**src/rtl/bfg_pkg.sv**
```systemverilog
package bfg_pkg;
  localparam int NB     = 2;
  localparam int STAT_W = NB + 2;

  typedef enum logic {
    OC_RUN  = 1'b0,
    OC_HOLD = 1'b1
  } ocState_e;

  // strobes from the control FSMs to the counters and sticky record
  typedef struct packed {
    logic [NB-1:0] dlyClr;
    logic [NB-1:0] dlyInc;
    logic [NB-1:0] retryClr;
    logic [NB-1:0] retryInc;
    logic [NB-1:0] setOc;
    logic          setUv;
    logic          setOt;
  } ctrlStrobe_t;
endpackage

```
**src/rtl/bfg_datapath.sv**
```systemverilog
module bfg_datapath
  import bfg_pkg::*;
#(
  parameter int SUP_W           = 8,
  parameter int TEMP_W          = 8,
  parameter int UV_TRIP_CODE    = 60,
  parameter int UV_RELEASE_CODE = 70,
  parameter int OT_TRIP_CODE    = 165,
  parameter int OT_RELEASE_CODE = 150,
  parameter int OC_DELAY_CYCLES = 300,
  parameter int RETRY_CYCLES    = 20000
) (
  input  logic              clk,
  input  logic              rstN,
  input  logic [NB-1:0]     ocFlagAsync,
  input  logic [SUP_W-1:0]  supplyAsync,
  input  logic [TEMP_W-1:0] tempAsync,
  input  logic [STAT_W-1:0] statusClr,
  input  ctrlStrobe_t       strb,
  output logic [NB-1:0]     ocQual,
  output logic [NB-1:0]     dlyDone,
  output logic [NB-1:0]     retryDone,
  output logic              uvTripNow,
  output logic              uvRelNow,
  output logic              otTripNow,
  output logic              otRelNow,
  output logic [STAT_W-1:0] statusQ
);
  localparam int DLY_W   = $clog2(OC_DELAY_CYCLES + 1);
  localparam int RETRY_W = $clog2(RETRY_CYCLES + 1);
  localparam logic [SUP_W-1:0]  UV_TRIP_V = SUP_W'(UV_TRIP_CODE);
  localparam logic [SUP_W-1:0]  UV_REL_V  = SUP_W'(UV_RELEASE_CODE);
  localparam logic [TEMP_W-1:0] OT_TRIP_V = TEMP_W'(OT_TRIP_CODE);
  localparam logic [TEMP_W-1:0] OT_REL_V  = TEMP_W'(OT_RELEASE_CODE);

  // two-flop synchronizers, plus one history stage on the flags
  logic [NB-1:0]     ocS1, ocS2, ocS3;
  logic [SUP_W-1:0]  supS1, supS2;
  logic [TEMP_W-1:0] tmpS1, tmpS2;

  always_ff @(posedge clk or negedge rstN) begin
    if (!rstN) begin
      ocS1  <= '0;
      ocS2  <= '0;
      ocS3  <= '0;
      supS1 <= '0;
      supS2 <= '0;
      tmpS1 <= '0;
      tmpS2 <= '0;
    end else begin
      ocS1  <= ocFlagAsync;
      ocS2  <= ocS1;
      ocS3  <= ocS2;
      supS1 <= supplyAsync;
      supS2 <= supS1;
      tmpS1 <= tempAsync;
      tmpS2 <= tmpS1;
    end
  end

  // flag must be high on two consecutive synchronized samples
  assign ocQual = ocS2 & ocS3;

  // threshold comparators
  assign uvTripNow = (supS2 < UV_TRIP_V);
  assign uvRelNow  = (supS2 > UV_REL_V);
  assign otTripNow = (tmpS2 > OT_TRIP_V);
  assign otRelNow  = (tmpS2 < OT_REL_V);

  // per-bridge delay and retry counters
  for (genvar b = 0; b < NB; b++) begin : g_timer
    logic [DLY_W-1:0]   dlyCnt;
    logic [RETRY_W-1:0] retryCnt;

    always_ff @(posedge clk or negedge rstN) begin
      if (!rstN)                 dlyCnt <= '0;
      else if (strb.dlyClr[b])   dlyCnt <= '0;
      else if (strb.dlyInc[b])   dlyCnt <= dlyCnt + 1'b1;
    end

    always_ff @(posedge clk or negedge rstN) begin
      if (!rstN)                 retryCnt <= '0;
      else if (strb.retryClr[b]) retryCnt <= '0;
      else if (strb.retryInc[b]) retryCnt <= retryCnt + 1'b1;
    end

    assign dlyDone[b]   = (dlyCnt == DLY_W'(OC_DELAY_CYCLES - 1));
    assign retryDone[b] = (retryCnt == RETRY_W'(RETRY_CYCLES - 1));

    // retry count never runs past its terminal value
    assert_retry_bound_R9: assert property (@(posedge clk) disable iff (!rstN)
      retryCnt <= RETRY_W'(RETRY_CYCLES - 1));

    // trip strobe lands in the record even with a coincident clear
    assert_oc_sticky_set_R10: assert property (@(posedge clk) disable iff (!rstN)
      strb.setOc[b] |=> statusQ[b+2]);
  end

  // sticky trip record: set has priority over write-one-to-clear
  logic [STAT_W-1:0] setVec;
  assign setVec = {strb.setOc, strb.setOt, strb.setUv};

  always_ff @(posedge clk or negedge rstN) begin
    if (!rstN) statusQ <= '0;
    else       statusQ <= (statusQ & ~statusClr) | setVec;
  end

  assert_uv_sticky_set_R10: assert property (@(posedge clk) disable iff (!rstN)
    strb.setUv |=> statusQ[0]);
endmodule

```
**src/rtl/bfg_ctrl.sv**
```systemverilog
module bfg_ctrl
  import bfg_pkg::*;
(
  input  logic          clk,
  input  logic          rstN,
  input  logic [NB-1:0] enIn,
  input  logic [NB-1:0] ocQual,
  input  logic [NB-1:0] dlyDone,
  input  logic [NB-1:0] retryDone,
  input  logic          uvTripNow,
  input  logic          uvRelNow,
  input  logic          otTripNow,
  input  logic          otRelNow,
  output ctrlStrobe_t   strb,
  output logic          uvLock,
  output logic          otShut,
  output logic [NB-1:0] ocHold,
  output logic [NB-1:0] bridgeOff
);
  ocState_e ocState   [NB];
  ocState_e nextState [NB];

  // supply lockout with hysteresis, locked out of reset
  always_ff @(posedge clk or negedge rstN) begin
    if (!rstN)                      uvLock <= 1'b1;
    else if (uvLock && uvRelNow)    uvLock <= 1'b0;
    else if (!uvLock && uvTripNow)  uvLock <= 1'b1;
  end

  // thermal shutdown with hysteresis
  always_ff @(posedge clk or negedge rstN) begin
    if (!rstN)                      otShut <= 1'b0;
    else if (otShut && otRelNow)    otShut <= 1'b0;
    else if (!otShut && otTripNow)  otShut <= 1'b1;
  end

  // per-bridge over-current retry FSMs
  always_ff @(posedge clk or negedge rstN) begin
    if (!rstN) begin
      for (int b = 0; b < NB; b++) ocState[b] <= OC_RUN;
    end else begin
      for (int b = 0; b < NB; b++) ocState[b] <= nextState[b];
    end
  end

  always_comb begin
    strb       = '0;
    strb.setUv = !uvLock && uvTripNow;
    strb.setOt = !otShut && otTripNow;
    for (int b = 0; b < NB; b++) begin
      nextState[b] = ocState[b];
      case (ocState[b])
        OC_RUN: begin
          if (ocQual[b]) begin
            if (dlyDone[b]) begin
              nextState[b]     = OC_HOLD;
              strb.retryClr[b] = 1'b1;
              strb.setOc[b]    = 1'b1;
            end else begin
              strb.dlyInc[b]   = 1'b1;
            end
          end else begin
            strb.dlyClr[b] = 1'b1;
          end
        end
        OC_HOLD: begin
          if (retryDone[b]) begin
            nextState[b]   = OC_RUN;
            strb.dlyClr[b] = 1'b1;
          end else begin
            strb.retryInc[b] = 1'b1;
          end
        end
        default: nextState[b] = OC_RUN;
      endcase
    end
  end

  always_comb begin
    for (int b = 0; b < NB; b++) ocHold[b] = (ocState[b] == OC_HOLD);
  end

  assign bridgeOff = ~enIn | {NB{uvLock | otShut}} | ocHold;

  assert_uv_trip_cause_R2: assert property (@(posedge clk) disable iff (!rstN)
    $rose(uvLock) |-> $past(uvTripNow));
  assert_uv_release_cause_R3: assert property (@(posedge clk) disable iff (!rstN)
    $fell(uvLock) |-> $past(uvRelNow));
  assert_ot_trip_cause_R4: assert property (@(posedge clk) disable iff (!rstN)
    $rose(otShut) |-> $past(otTripNow));
  assert_ot_release_cause_R5: assert property (@(posedge clk) disable iff (!rstN)
    $fell(otShut) |-> $past(otRelNow));

  for (genvar g = 0; g < NB; g++) begin : g_chk
    assert_oc_entry_R8: assert property (@(posedge clk) disable iff (!rstN)
      $rose(ocHold[g]) |-> $past(ocQual[g] && dlyDone[g]));
    assert_oc_exit_R9: assert property (@(posedge clk) disable iff (!rstN)
      $fell(ocHold[g]) |-> $past(retryDone[g]));
  end
endmodule

```
**src/rtl/bridge_fault_guard.sv**
```systemverilog
module bridge_fault_guard
  import bfg_pkg::*;
#(
  parameter int SUP_W           = 8,
  parameter int TEMP_W          = 8,
  parameter int UV_TRIP_CODE    = 60,
  parameter int UV_RELEASE_CODE = 70,
  parameter int OT_TRIP_CODE    = 165,
  parameter int OT_RELEASE_CODE = 150,
  parameter int OC_DELAY_CYCLES = 300,
  parameter int RETRY_CYCLES    = 20000
) (
  input  logic              clk,
  input  logic              rstN,
  input  logic [NB-1:0]     enIn,
  input  logic [NB-1:0]     ocFlag,
  input  logic [SUP_W-1:0]  supplyCode,
  input  logic [TEMP_W-1:0] tempCode,
  input  logic [STAT_W-1:0] statusClr,
  output logic [NB-1:0]     bridgeOff,
  output logic              uvLock,
  output logic              otShut,
  output logic [NB-1:0]     ocHold,
  output logic [STAT_W-1:0] faultStatus
);
  ctrlStrobe_t   strb;
  logic [NB-1:0] ocQual, dlyDone, retryDone;
  logic          uvTripNow, uvRelNow, otTripNow, otRelNow;

  bfg_datapath #(
    .SUP_W(SUP_W), .TEMP_W(TEMP_W),
    .UV_TRIP_CODE(UV_TRIP_CODE), .UV_RELEASE_CODE(UV_RELEASE_CODE),
    .OT_TRIP_CODE(OT_TRIP_CODE), .OT_RELEASE_CODE(OT_RELEASE_CODE),
    .OC_DELAY_CYCLES(OC_DELAY_CYCLES), .RETRY_CYCLES(RETRY_CYCLES)
  ) dp_i (
    .clk(clk), .rstN(rstN),
    .ocFlagAsync(ocFlag), .supplyAsync(supplyCode), .tempAsync(tempCode),
    .statusClr(statusClr), .strb(strb),
    .ocQual(ocQual), .dlyDone(dlyDone), .retryDone(retryDone),
    .uvTripNow(uvTripNow), .uvRelNow(uvRelNow),
    .otTripNow(otTripNow), .otRelNow(otRelNow),
    .statusQ(faultStatus)
  );

  bfg_ctrl ctrl_i (
    .clk(clk), .rstN(rstN), .enIn(enIn),
    .ocQual(ocQual), .dlyDone(dlyDone), .retryDone(retryDone),
    .uvTripNow(uvTripNow), .uvRelNow(uvRelNow),
    .otTripNow(otTripNow), .otRelNow(otRelNow),
    .strb(strb), .uvLock(uvLock), .otShut(otShut),
    .ocHold(ocHold), .bridgeOff(bridgeOff)
  );
endmodule

```
**config.mk**
```make
export PLATFORM = sky130hd
export DESIGN_NAME = bridge_fault_guard
export DESIGN_NICKNAME = d
export VERILOG_FILES = /design/src/rtl/bfg_pkg.sv /design/src/rtl/bfg_datapath.sv /design/src/rtl/bfg_ctrl.sv /design/src/rtl/bridge_fault_guard.sv
export SDC_FILE = /design/constraint.sdc
export NUM_CORES = 1
export LEC_CHECK = 0
export ABC_AREA = 1
export BUFFER_PORTS_ARGS = -buffer_cell sky130_fd_sc_hd__buf_2
export CORE_MARGIN = 1
export CORE_UTILIZATION = 59
export DETAILED_ROUTE_END_ITERATION = 10
export GPL_ROUTABILITY_DRIVEN = 0
export PLACE_DENSITY = 0.9
export SLEW_MARGIN = 30
export SYNTH_ARGS = -nofsm -noshare
export SYNTH_HDL_FRONTEND = slang
export SYNTH_HIERARCHICAL = 1
export SYNTH_SLANG_ARGS = --single-unit
```
**constraint.sdc**
```tcl
create_clock -name clk -period 2.98 [get_ports clk]
set_input_delay 0.298 -clock clk [delete_from_list [all_inputs] [get_ports clk]]
set_output_delay 0.298 -clock clk [all_outputs]
set_load 0.01 [all_outputs]
```
==> results.tsv <==
stage	metric	value	unit
pwr	Leakage	2.27	nW
sta	Final Hold Fails	0	
worst_setup_path	Max FO, Critical Path	6	
worst_setup_path	Setup CP Type	register to register	
synthesis	top cells by count, synth	nand2_1, dfrtp_1, inv_1	
floorplan	die width	85.7	um
sta	fmax	386	MHz
synthesis	post-synthesis sequential area ratio	56.9	%
floorplan	starting density of the core	60.8	%
floorplan	DIE AREA	7350	um2
grt	Total Routing Usage GR	24.8	%
clock_tree	clock root buffer	clkbuf_8	
grt	vias in the first global route	3283	
grt	first-pass GRT wire length	14200	um
worst_setup_path	CP endpoint kind	register	
grt	initial antenna violation count	0	
cells_and_area	P&R area growth vs syn	11.8	%
sta	setup tns final	0	ns
sta	unrepaired setup endpoints after global routing	no	
pwr	Internal Power	1.78	mW
drt	WL/cell	13.5	um
worst_setup_path	CP required	3.23	ns
drt	First-pass DRT Iterations	7	
clock_tree	CTS Buf Count	9	
worst_setup_path	reg2reg end	dp_i/g_timer[1].dlyCnt[5]	
pwr	Pwr Total	2.30	mW
worst_setup_path	R2R cell count	14	
placement	number of port buffers	35	
sta	Tmin final	2.59	ns
worst_setup_path	r2r setup slk	0.39	ns
worst_setup_path	CP startpoint	dp_i/g_timer[1].retryCnt[1]	
synthesis	Cells after Synth	478	
synthesis	ys async rst share	100	%
floorplan	I/O pins	36	
drt	Post-Route WL	8380	um
clock_tree	CTS max path bufs	2	
run	MaxCap Viol Count	0	
worst_setup_path	WP data arrival	2.84	ns
grt	pin count of the biggest net entering global routing	95	
sta	Final Skew	0.0164	ns
synthesis	Post-synth EDFFs	0	
pwr	Clock Power Share	38.2	%
clock_tree	post-cts sizing count	0	
placement	DP Wirelength	5700	um
cells_and_area	share of cells above drive strength 1	15.5	%
synthesis	YS warnings	6	
clock_tree	Clk Latency, worst-skew pair	0.36	ns
worst_hold_path	min-delay worst type	primary input to async pin	
sta	Slew Viols, Final	0	
synthesis	synth top area cells	dfrtp_1, nand2_1, inv_1	
synthesis	leading area contributor after synthesis	dfrtp_1	
clock_tree	Clock Pin Slew Worst Setup and Hold Paths	0.09	ns
clock_tree	clock sinks	94	
sta	Least-Margin Pin Slew	0.805	ns
sta	period utilization	86.9	%
floorplan	Die H	85.7	um
pwr	PwrDens	499	nW/um2
drt	via/cell ratio	5.49	
worst_setup_path	crit path to	dp_i/g_timer[1].dlyCnt[5]	
floorplan	# rows	30	
pwr	NetSw	520	uW
synthesis	syn_nets	508	
synthesis	Synth top area share	56.3	%
sta	Slew HR	46.3	%
cells_and_area	# diodes	0	
grt	grt ovf	0	
drt	# DRC	0	
clock_tree	buffer count from post-CTS setup fixing	0	
worst_setup_path	Worst setup SP type	register	
synthesis	Unique masters post-synth	30	
clock_tree	CTS tree	done	
clock_tree	H-tree levels	3	
clock_tree	cts-stage hold buffer count	0	
synthesis	Synth Cell Area	4130	um2
synthesis	Synth Area per Inst	8.65	um2
drt	1st-iter DRT viols	280	
cells_and_area	fillcell total	480	
cells_and_area	final net count	549	
floorplan	Core Box Area	6790	um2
sta	Setup violations, final	0	
synthesis	most common cell in the netlist	nand2_1	
drt	Routed Antenna Nets	0	
synthesis	Synth Flop Type	dfrtp_1	
worst_setup_path	Worst R2R Start	dp_i/g_timer[1].retryCnt[1]	
outcome	status	finished clean	
pwr	Sw Share	22.6	%
pwr	Comb power frac	4.3	%
pwr	maximum VDD drop	0.000222	V
drt	DR vias	3404	
pwr	sequential power share	57.5	%
synthesis	synthesized flop and latch total	94	
[flip-flops by register name, indices dropped and copies added, names as in the netlist]
| signal | cells |
|---|---|
| dp_i/g_timer.retryCnt | 30 |
| dp_i/g_timer.dlyCnt | 18 |
| dp_i/supS1 | 8 |
| dp_i/supS2 | 8 |
| dp_i/tmpS1 | 8 |
| dp_i/tmpS2 | 8 |
| dp_i/statusQ | 4 |
| ctrl_i/ocHold | 2 |
| dp_i/ocS1 | 2 |
| dp_i/ocS2 | 2 |
| dp_i/ocS3 | 2 |
| ctrl_i/otShut | 1 |
| ctrl_i/uvLock | 1 |
[routing by layer]
layer  wire (um)  track usage [%]  vias to the layer above
met1        3360             28.5                     1647
met5           0                0                        -
met3         457             5.97                       30
met2        4350             44.4                      126
met4         218             10.5                        0
li1            -                -                     1601
[cells by family after synthesis]
| family | share of synthesized area, % |
|---|---|
| and+or+nand+nor | 25.4 |
| DFF | 56.9 |
| buffers and inverters | 7.45 |
| AOI/OAI and AO/OA | 8.14 |
| xor gates and xnor gates | 0.847 |
| adders and majority gates | 1.21 |
[power groups by stage]
stage	Combinational, mW	Sequential, mW	Clock [mW]
6_report	0.0983	1.33	0.881
5_1_grt	0.112	1.33	0.961
4_1_cts	0.100	1.33	0.909
3_5_place_dp	0.0992	1.35	0
3_3_place_gp	0.0946	1.35	0
2_1_floorplan	0.0350	1.35	0
[critical path, cell delays in order (launching register included)]
cell	delay, ns
dfrtp_1	0.42
ha_1	0.20
nand2_1	0.07
nor2_2	0.14
nand2_1	0.10
nor4_1	0.41
nand2_1	0.09
o21ai_0	0.24
nor2_2	0.17
nor2_1	0.24
nand2_1	0.11
nand2_1	0.09
o21ai_1	0.08
nand2_1	0.09
inv_1	0.04
[how the worst min path moves through the flow]
stage | from | end | depth (start not counted)
floorplan | rstN | ctrl_i/ocHold[0] | 0
global placement | dp_i/supS1[7] | dp_i/supS2[7] | 0
detailed placement | dp_i/tmpS1[3] | dp_i/tmpS2[3] | 0
CTS | tempCode[3] | dp_i/tmpS1[3] | 1
global route | tempCode[3] | dp_i/tmpS1[3] | 1
finish | rstN | dp_i/statusQ[1] | 1
[layout by cell type (no fill, tap or decap), drive strengths merged]
master / instances
a21o: 1
a21oi: 23
a41oi: 1
buf: 35
bufinv: 1
clkbuf: 11
clkinv: 3
dfrtp: 93
dfstp: 1
ha: 4
inv: 75
nand2: 107
nand3: 26
nand3b: 1
nand4: 14
nor2: 74
nor3: 8
nor3b: 2
nor4: 3
o211ai: 1
o21a: 1
o21ai: 29
o21bai: 6
xnor2: 4
[through the flow]
stage / setup slack (ns) / std cells / area [um2] / utilization, % / hold slack (ns)
after detailed placement: 0.505 / 604 / 4410 / 64.8 / 0.335
after global routing: 0.159 / 620 / 4620 / 68.0 / 0.0147
after floorplan: 0.877 / 478 / 4130 / - / 0.00241
after CTS: 0.454 / 620 / 4620 / 68.0 / 0.0249
after global placement: 0.706 / 604 / 4400 / 64.8 / 0.332
final: 0.390 / 620 / 4620 / 68.0 / 0.0128
[layout make-up]
type	instances	area (um2)	share of cell area [%]
flip-flops and latches	94	2350	50.9
multi-input cells	305	1470	31.9
inverters	74	278	6.01
repair buffers	35	181	3.93
clock buffers	11	151	3.28
well taps	96	120	2.60
clock inverters	5	65.1	1.41
Power figures use the tool's default switching activity.
